<file path="config.mk">
export PLATFORM = sky130hd
export DESIGN_NAME = store_issue_unit
export DESIGN_NICKNAME = d
export VERILOG_FILES = /design/src/rtl/sisu_pkg.sv /design/src/rtl/sisu_decode.sv /design/src/rtl/sisu_hold.sv /design/src/rtl/sisu_phase_seq.sv /design/src/rtl/store_issue_unit.sv
export SDC_FILE = /design/constraint.sdc
export NUM_CORES = 1
export LEC_CHECK = 0
export BUFFER_PORTS_ARGS = -buffer_cell sky130_fd_sc_hd__clkbuf_2
export CORE_AREA = 4 4 142 144
export DETAILED_ROUTE_END_ITERATION = 8
export DIE_AREA = 0 0 146 148
export GPL_TIMING_DRIVEN = 0
export PLACE_DENSITY = 0.86
export SLEW_MARGIN = 20
export SYNTH_ARGS = -nofsm -noshare
export SYNTH_HDL_FRONTEND = slang
export SYNTH_SLANG_ARGS = --single-unit
</file>
<file path="constraint.sdc">
create_clock -name clk -period 3 [get_ports clk]
set_clock_uncertainty 0.15 [all_clocks]
set_input_delay 0.3 -clock clk [delete_from_list [all_inputs] [get_ports clk]]
set_output_delay 0.3 -clock clk [all_outputs]
set_load 0.05 [all_outputs]
</file>
<file path="src/rtl/sisu_pkg.sv">
package sisu_pkg;
  localparam int XLEN = 64;
  localparam int ILEN = 32;
  localparam int SZW  = 2;
  localparam int F3W  = 3;
  localparam int IMMW = 12;
  localparam logic [6:0] OPC_STORE = 7'b0100011;

  typedef enum logic [1:0] {PH_IDLE, PH_ADDR, PH_DATA} phase_e;

  typedef struct packed {
    logic [XLEN-1:0] addr;
    logic [XLEN-1:0] data;
    logic [SZW-1:0]  size;
    logic            rel;
    logic            cond;
  } req_t;

  localparam int REQ_W = $bits(req_t);
endpackage

</file>
<file path="src/rtl/sisu_decode.sv">
module sisu_decode
  import sisu_pkg::*;
(
  input  logic [ILEN-1:0] insn,
  input  logic [XLEN-1:0] rs1,
  input  logic [XLEN-1:0] rs2,
  input  logic            cond,
  input  logic            rl,
  output req_t            req,
  output logic            legal
);
  function automatic logic [XLEN-1:0] store_offset(input logic [ILEN-1:0] w);
    logic [IMMW-1:0] imm;
    imm = {w[31:25], w[11:7]};
    return {{(XLEN-IMMW){imm[IMMW-1]}}, imm};
  endfunction

  function automatic logic [XLEN-1:0] low_lanes(input logic [XLEN-1:0] v,
                                                input logic [SZW-1:0]  sz);
    logic [XLEN-1:0] r;
    r = '0;
    for (int b = 0; b < XLEN/8; b++)
      if (b < (1 << sz)) r[b*8 +: 8] = v[b*8 +: 8];
    return r;
  endfunction

  logic [F3W-1:0] f3;
  assign f3    = insn[14:12];
  assign legal = (insn[6:0] == OPC_STORE) && !f3[F3W-1];

  always_comb begin
    req.size = f3[SZW-1:0];
    req.addr = rs1 + store_offset(insn);
    req.data = low_lanes(rs2, f3[SZW-1:0]);
    req.cond = cond;
    req.rel  = cond & rl;
  end
endmodule

</file>
<file path="src/rtl/sisu_hold.sv">
module sisu_hold #(
  parameter int W = 8
) (
  input  logic         clk,
  input  logic         rst_n,
  input  logic         load,
  input  logic [W-1:0] d,
  output logic [W-1:0] q
);
  always_ff @(posedge clk or negedge rst_n)
    if (!rst_n)    q <= '0;
    else if (load) q <= d;
endmodule

</file>
<file path="src/rtl/sisu_phase_seq.sv">
module sisu_phase_seq
  import sisu_pkg::*;
(
  input  logic   clk,
  input  logic   rst_n,
  input  logic   start,
  input  logic   ea_ready,
  input  logic   wv_ready,
  output phase_e phase,
  output logic   ea_fire,
  output logic   wv_fire
);
  phase_e nxt;
  assign ea_fire = (phase == PH_ADDR) && ea_ready;
  assign wv_fire = (phase == PH_DATA) && wv_ready;

  always_comb begin
    nxt = phase;
    unique case (phase)
      PH_IDLE: if (start)   nxt = PH_ADDR;
      PH_ADDR: if (ea_fire) nxt = PH_DATA;
      PH_DATA: if (wv_fire) nxt = PH_IDLE;
      default:              nxt = PH_IDLE;
    endcase
  end

  always_ff @(posedge clk or negedge rst_n)
    if (!rst_n) phase <= PH_IDLE;
    else        phase <= nxt;
endmodule

</file>
<file path="src/rtl/store_issue_unit.sv">
module store_issue_unit
  import sisu_pkg::*;
(
  input  logic            clk,
  input  logic            rst_n,
  input  logic            insn_valid,
  output logic            insn_ready,
  input  logic [ILEN-1:0] insn_word,
  input  logic [XLEN-1:0] rs1_val,
  input  logic [XLEN-1:0] rs2_val,
  input  logic            cond_in,
  input  logic            rl_in,
  output logic            busy,
  output logic            illegal,
  output logic            ea_valid,
  input  logic            ea_ready,
  output logic [XLEN-1:0] ea_addr,
  output logic [SZW-1:0]  ea_size,
  output logic            ea_release,
  output logic            ea_cond,
  output logic            wv_valid,
  input  logic            wv_ready,
  output logic [XLEN-1:0] wv_addr,
  output logic [XLEN-1:0] wv_data,
  output logic [SZW-1:0]  wv_size,
  output logic            wv_release,
  output logic            wv_cond,
  input  logic            wv_success,
  output logic            done,
  output logic            done_ok
);
  req_t             dec_req;
  logic             dec_legal;
  logic [REQ_W-1:0] held_bits;
  req_t             held;
  phase_e           phase;
  logic             accept_evt;
  logic             start_evt;
  logic             ea_fire;
  logic             wv_fire;

  sisu_decode u_dec (
    .insn (insn_word), .rs1 (rs1_val), .rs2 (rs2_val),
    .cond (cond_in),   .rl  (rl_in),
    .req  (dec_req),   .legal (dec_legal)
  );

  assign accept_evt = insn_valid && insn_ready;
  assign start_evt  = accept_evt && dec_legal;

  sisu_hold #(.W(REQ_W)) u_hold (
    .clk (clk), .rst_n (rst_n), .load (start_evt),
    .d (dec_req), .q (held_bits)
  );
  assign held = req_t'(held_bits);

  sisu_phase_seq u_seq (
    .clk (clk), .rst_n (rst_n), .start (start_evt),
    .ea_ready (ea_ready), .wv_ready (wv_ready),
    .phase (phase), .ea_fire (ea_fire), .wv_fire (wv_fire)
  );

  assign busy       = (phase != PH_IDLE);
  assign insn_ready = !busy;

  assign ea_valid   = (phase == PH_ADDR);
  assign ea_addr    = held.addr;
  assign ea_size    = held.size;
  assign ea_release = held.rel;
  assign ea_cond    = held.cond;

  assign wv_valid   = (phase == PH_DATA);
  assign wv_addr    = held.addr;
  assign wv_data    = held.data;
  assign wv_size    = held.size;
  assign wv_release = held.rel;
  assign wv_cond    = held.cond;

  always_ff @(posedge clk or negedge rst_n)
    if (!rst_n) begin
      done    <= 1'b0;
      done_ok <= 1'b0;
      illegal <= 1'b0;
    end else begin
      done    <= wv_fire;
      done_ok <= wv_fire && held.cond && wv_success;
      illegal <= accept_evt && !dec_legal;
    end
endmodule

</file>
==> metrics.yaml <==
status: "finished clean"
cts_root_buf: "clkbuf_16"
row_count: 50
p_per_area_mw_per_mm2: 474.1
crit_path_max_incr_delay_ps: 590
crit_family: "simple AND/OR/NAND/NOR gates"
yosysWarnings: 0
worst_slack_ps: 91.20
tightest_slew_ps: 783.1
fin_crit_ps: 2909
dp_slack_ps: -938.2
wl_um: 39420
ys_types: 67
viasPerCell: 5.892
syn2layout_area_growth_pct: 37.52
dp_hpwl_um: 26510
dp_cells: 1776
hp-class: "in -> reg"
crit_buf_inv: 1
seq_area_frac_synth_pct: 35.93
ys_ff_latch: 137
critPathKind: "in -> reg"
synth-edff-count: 0
die_area_mm2: 0.02161
leakage_nw: 7.121
core-area_mm2: 0.01871
cp_max_fo: 54
crit_required_ps: 3160
antenna_found_initial: 3
overflow: 0
synth_nets: 1410
crit_top_cell: "nand3_1"
wl_per_cell_um: 20.95
crit_path_end_kind: "register"
cts_buffers: 17
finalCritPeriodShare_pct: 96.96
die_y_um: 148
final_nets: 1864
start_kind: "input pin"
grt_pass1_wl_um: 60800
setup_viol: 0
whs_ps: 27.94
cts_tree: "built"
clock-sinks: 137
avgSynthCellArea_um2: 8.099
place.port_buffers: 363
vias: 11083
maxSlewHeadroom_pct: 47.79
finalNonFillerCells: 1881
multi_input_comb_area_mm2: 0.005360
initial_utilization_pct: 51.00
slowest_stage: "or4_4"
io_pins: 375
path_clk_slew_ps: 70
async_reset_ff_share_pct: 100.0
synthFlopType: "dfrtp_1"
rsz0062_at_grt: "yes"
register_area_mm2: 0.003428
peakVddDrop_mv: 0.3544
drv_slew: 0
finalHoldViolCount: 0
fill_cells: 1359
synth_cells: 1178
fp.dieW_um: 146
dr.pass1.iters: 7
postRouteAntennaNets: 0
crit_arrival_ps: 3060
htree_levels: 4
final_layout_size_suffix_gt1_share_pct: 30.46
clk_latency_ps: 420
grt.total_usage_pct: 35.35
drtIter0Drc: 884
cts.path.max_buffers: 2
crit_chain: "clkbuf_16, ha_1, nand3_1, a21boi_1, nor2_1, nor4b_4, or4_4, a21oi_4, o211ai_2, nand3_1, or3b_1"
place_congestion: 0.9350
cap_violations: 0
syn_area_mm2: 0.009540
grt_pass1_vias: 10994
route.detailed.drc: 0
grt_max_degree: 91
fmax_mhz: 343.8
[cell type report]
type	instances	area share (%)
clock inverter	15	1.469
buffer	129	5.684
clock buffer	17	3.242
timing repair buffer	437	19.81
inverter	19	0.5436
tap	234	2.232
multi-input combinational	891	40.85
antenna	2	0.03815
sequential	137	26.13
[power breakdown]
group	internal (mW)	leakage (nW)	switching [mW]
clock	1.28	0.302	1.00
sequential	1.92	1.90	0.0758
combinational	0.658	4.92	1.29
total	3.86	7.12	2.36
[cell usage after synthesis, types with 4 or more instances]
cell type	n	area share (%)
nand2_1	258	10
dfrtp_1	137	36
o21ai_0	87	4.6
a21oi_1	81	4.2
nand3_1	75	3.9
buf_4	68	5.4
ha_1	63	8.3
clkbuf_1	52	2.0
nor2_1	50	2.0
a21o_1	32	2.5
nand4_1	28	1.8
xor2_1	28	2.6
xnor2_1	25	2.3
inv_1	19	0.75
nor3_1	14	0.73
o21bai_1	13	1.0
o21a_1	11	0.87
o211ai_1	10	0.79
buf_1	9	0.35
a211oi_1	8	0.63
and2_1	8	0.52
and3_1	8	0.52
nor2b_1	8	0.52
nand2b_1	7	0.46
o31ai_1	7	0.55
a21boi_0	5	0.39
or2_2	5	0.33
a31oi_1	4	0.26
o21ai_1	4	0.21
[flip-flops by register name, indices dropped and copies added (netlist names)]
register and flops:
done 1, u_seq.phase 2, illegal 1, u_hold.q 132
done_ok 1
[worst paths after layout]
check                          startpoint             to  slack [ps]  depth (start not counted)
max                         insn_word[31]  u_hold.q[131]          90                         11
min                              wv_ready           done          30                          2
max reg2reg                u_seq.phase[0]   u_hold.q[40]         150                          9
min reg2reg                  u_hold.q[52]   u_hold.q[52]         330                          2
max in group asynchronous           rst_n   u_hold.q[34]        1660                          3
min in group asynchronous           rst_n   u_hold.q[72]         250                          2
[metal layers]
metal	vias to the layer above	routed length, um	GRT usage, %
met5	-	0	0
met4	0	2689	21.83
met3	195	3842	10.27
met2	714	18530	58.22
met1	5188	14350	40.80
li1	4986	-	-
[what timing repair did]
action | in CTS | in global routing
cloned | 0 | 0
endpoints found under the hold margin | 118 | 0
pin swaps | 2 | 3
setup endpoints to repair | 74 | 67
hold buffers | 71 | 0
setup buffers | 1 | 1
gates resized for setup | 7 | 19
[worst register-to-register path, delay by kind of cell (launching register included)]
kind / cells / cell delay, ps
buffers and inverters: 4 / 1230
DFF: 1 / 410
and+or+nand+nor: 5 / 950
[per-stage QoR]
| stage | instance area, um^2 | TNS [ps] | power [mW] | utilization (%) |
|---|---|---|---|---|
| floorplan | 9540 | 0 | 3.284 | - |
| global placement | 11650 | -146760 | 3.780 | 62.28 |
| detailed placement | 11690 | -24200 | 3.809 | 62.49 |
| CTS | 13050 | 0 | 6.122 | 69.79 |
| global route | 13120 | -66.16 | 6.444 | 70.14 |
| finish | 13120 | 0 | 6.220 | 70.14 |
[layout by cell type, fill, tap and decap left out, types with 47 or more instances in the layout]
| master | synthesis | layout |
|---|---|---|
| clkbuf_2 | 2 | 366 |
| nand2_1 | 258 | 258 |
| dfrtp_1 | 137 | 137 |
| o21ai_0 | 87 | 84 |
| a21oi_1 | 81 | 80 |
| nand3_1 | 75 | 75 |
| dlygate4sd3_1 | 0 | 71 |
| buf_4 | 68 | 70 |
| ha_1 | 63 | 62 |
| nor2_1 | 50 | 48 |
| clkbuf_1 | 52 | 47 |
[cells by family (layout without fill, tap and decap cells)]
kind of cell             after synthesis  after routing  share of synthesized area, %
AO/OA/AOI/OAI                        298            298                         19.78
XOR/XNOR                              53             53                         4.866
adder cells (fa/ha/maj)               64             64                         8.472
buffers and inverters                150            617                         8.603
flip-flops                           137            137                         35.93
multiplexers                           2              2                        0.2098
other                                  0              2                             0
AND/OR/NAND/NOR                      474            474                         22.14
Note: power is estimated with default switching activity, not from simulation.
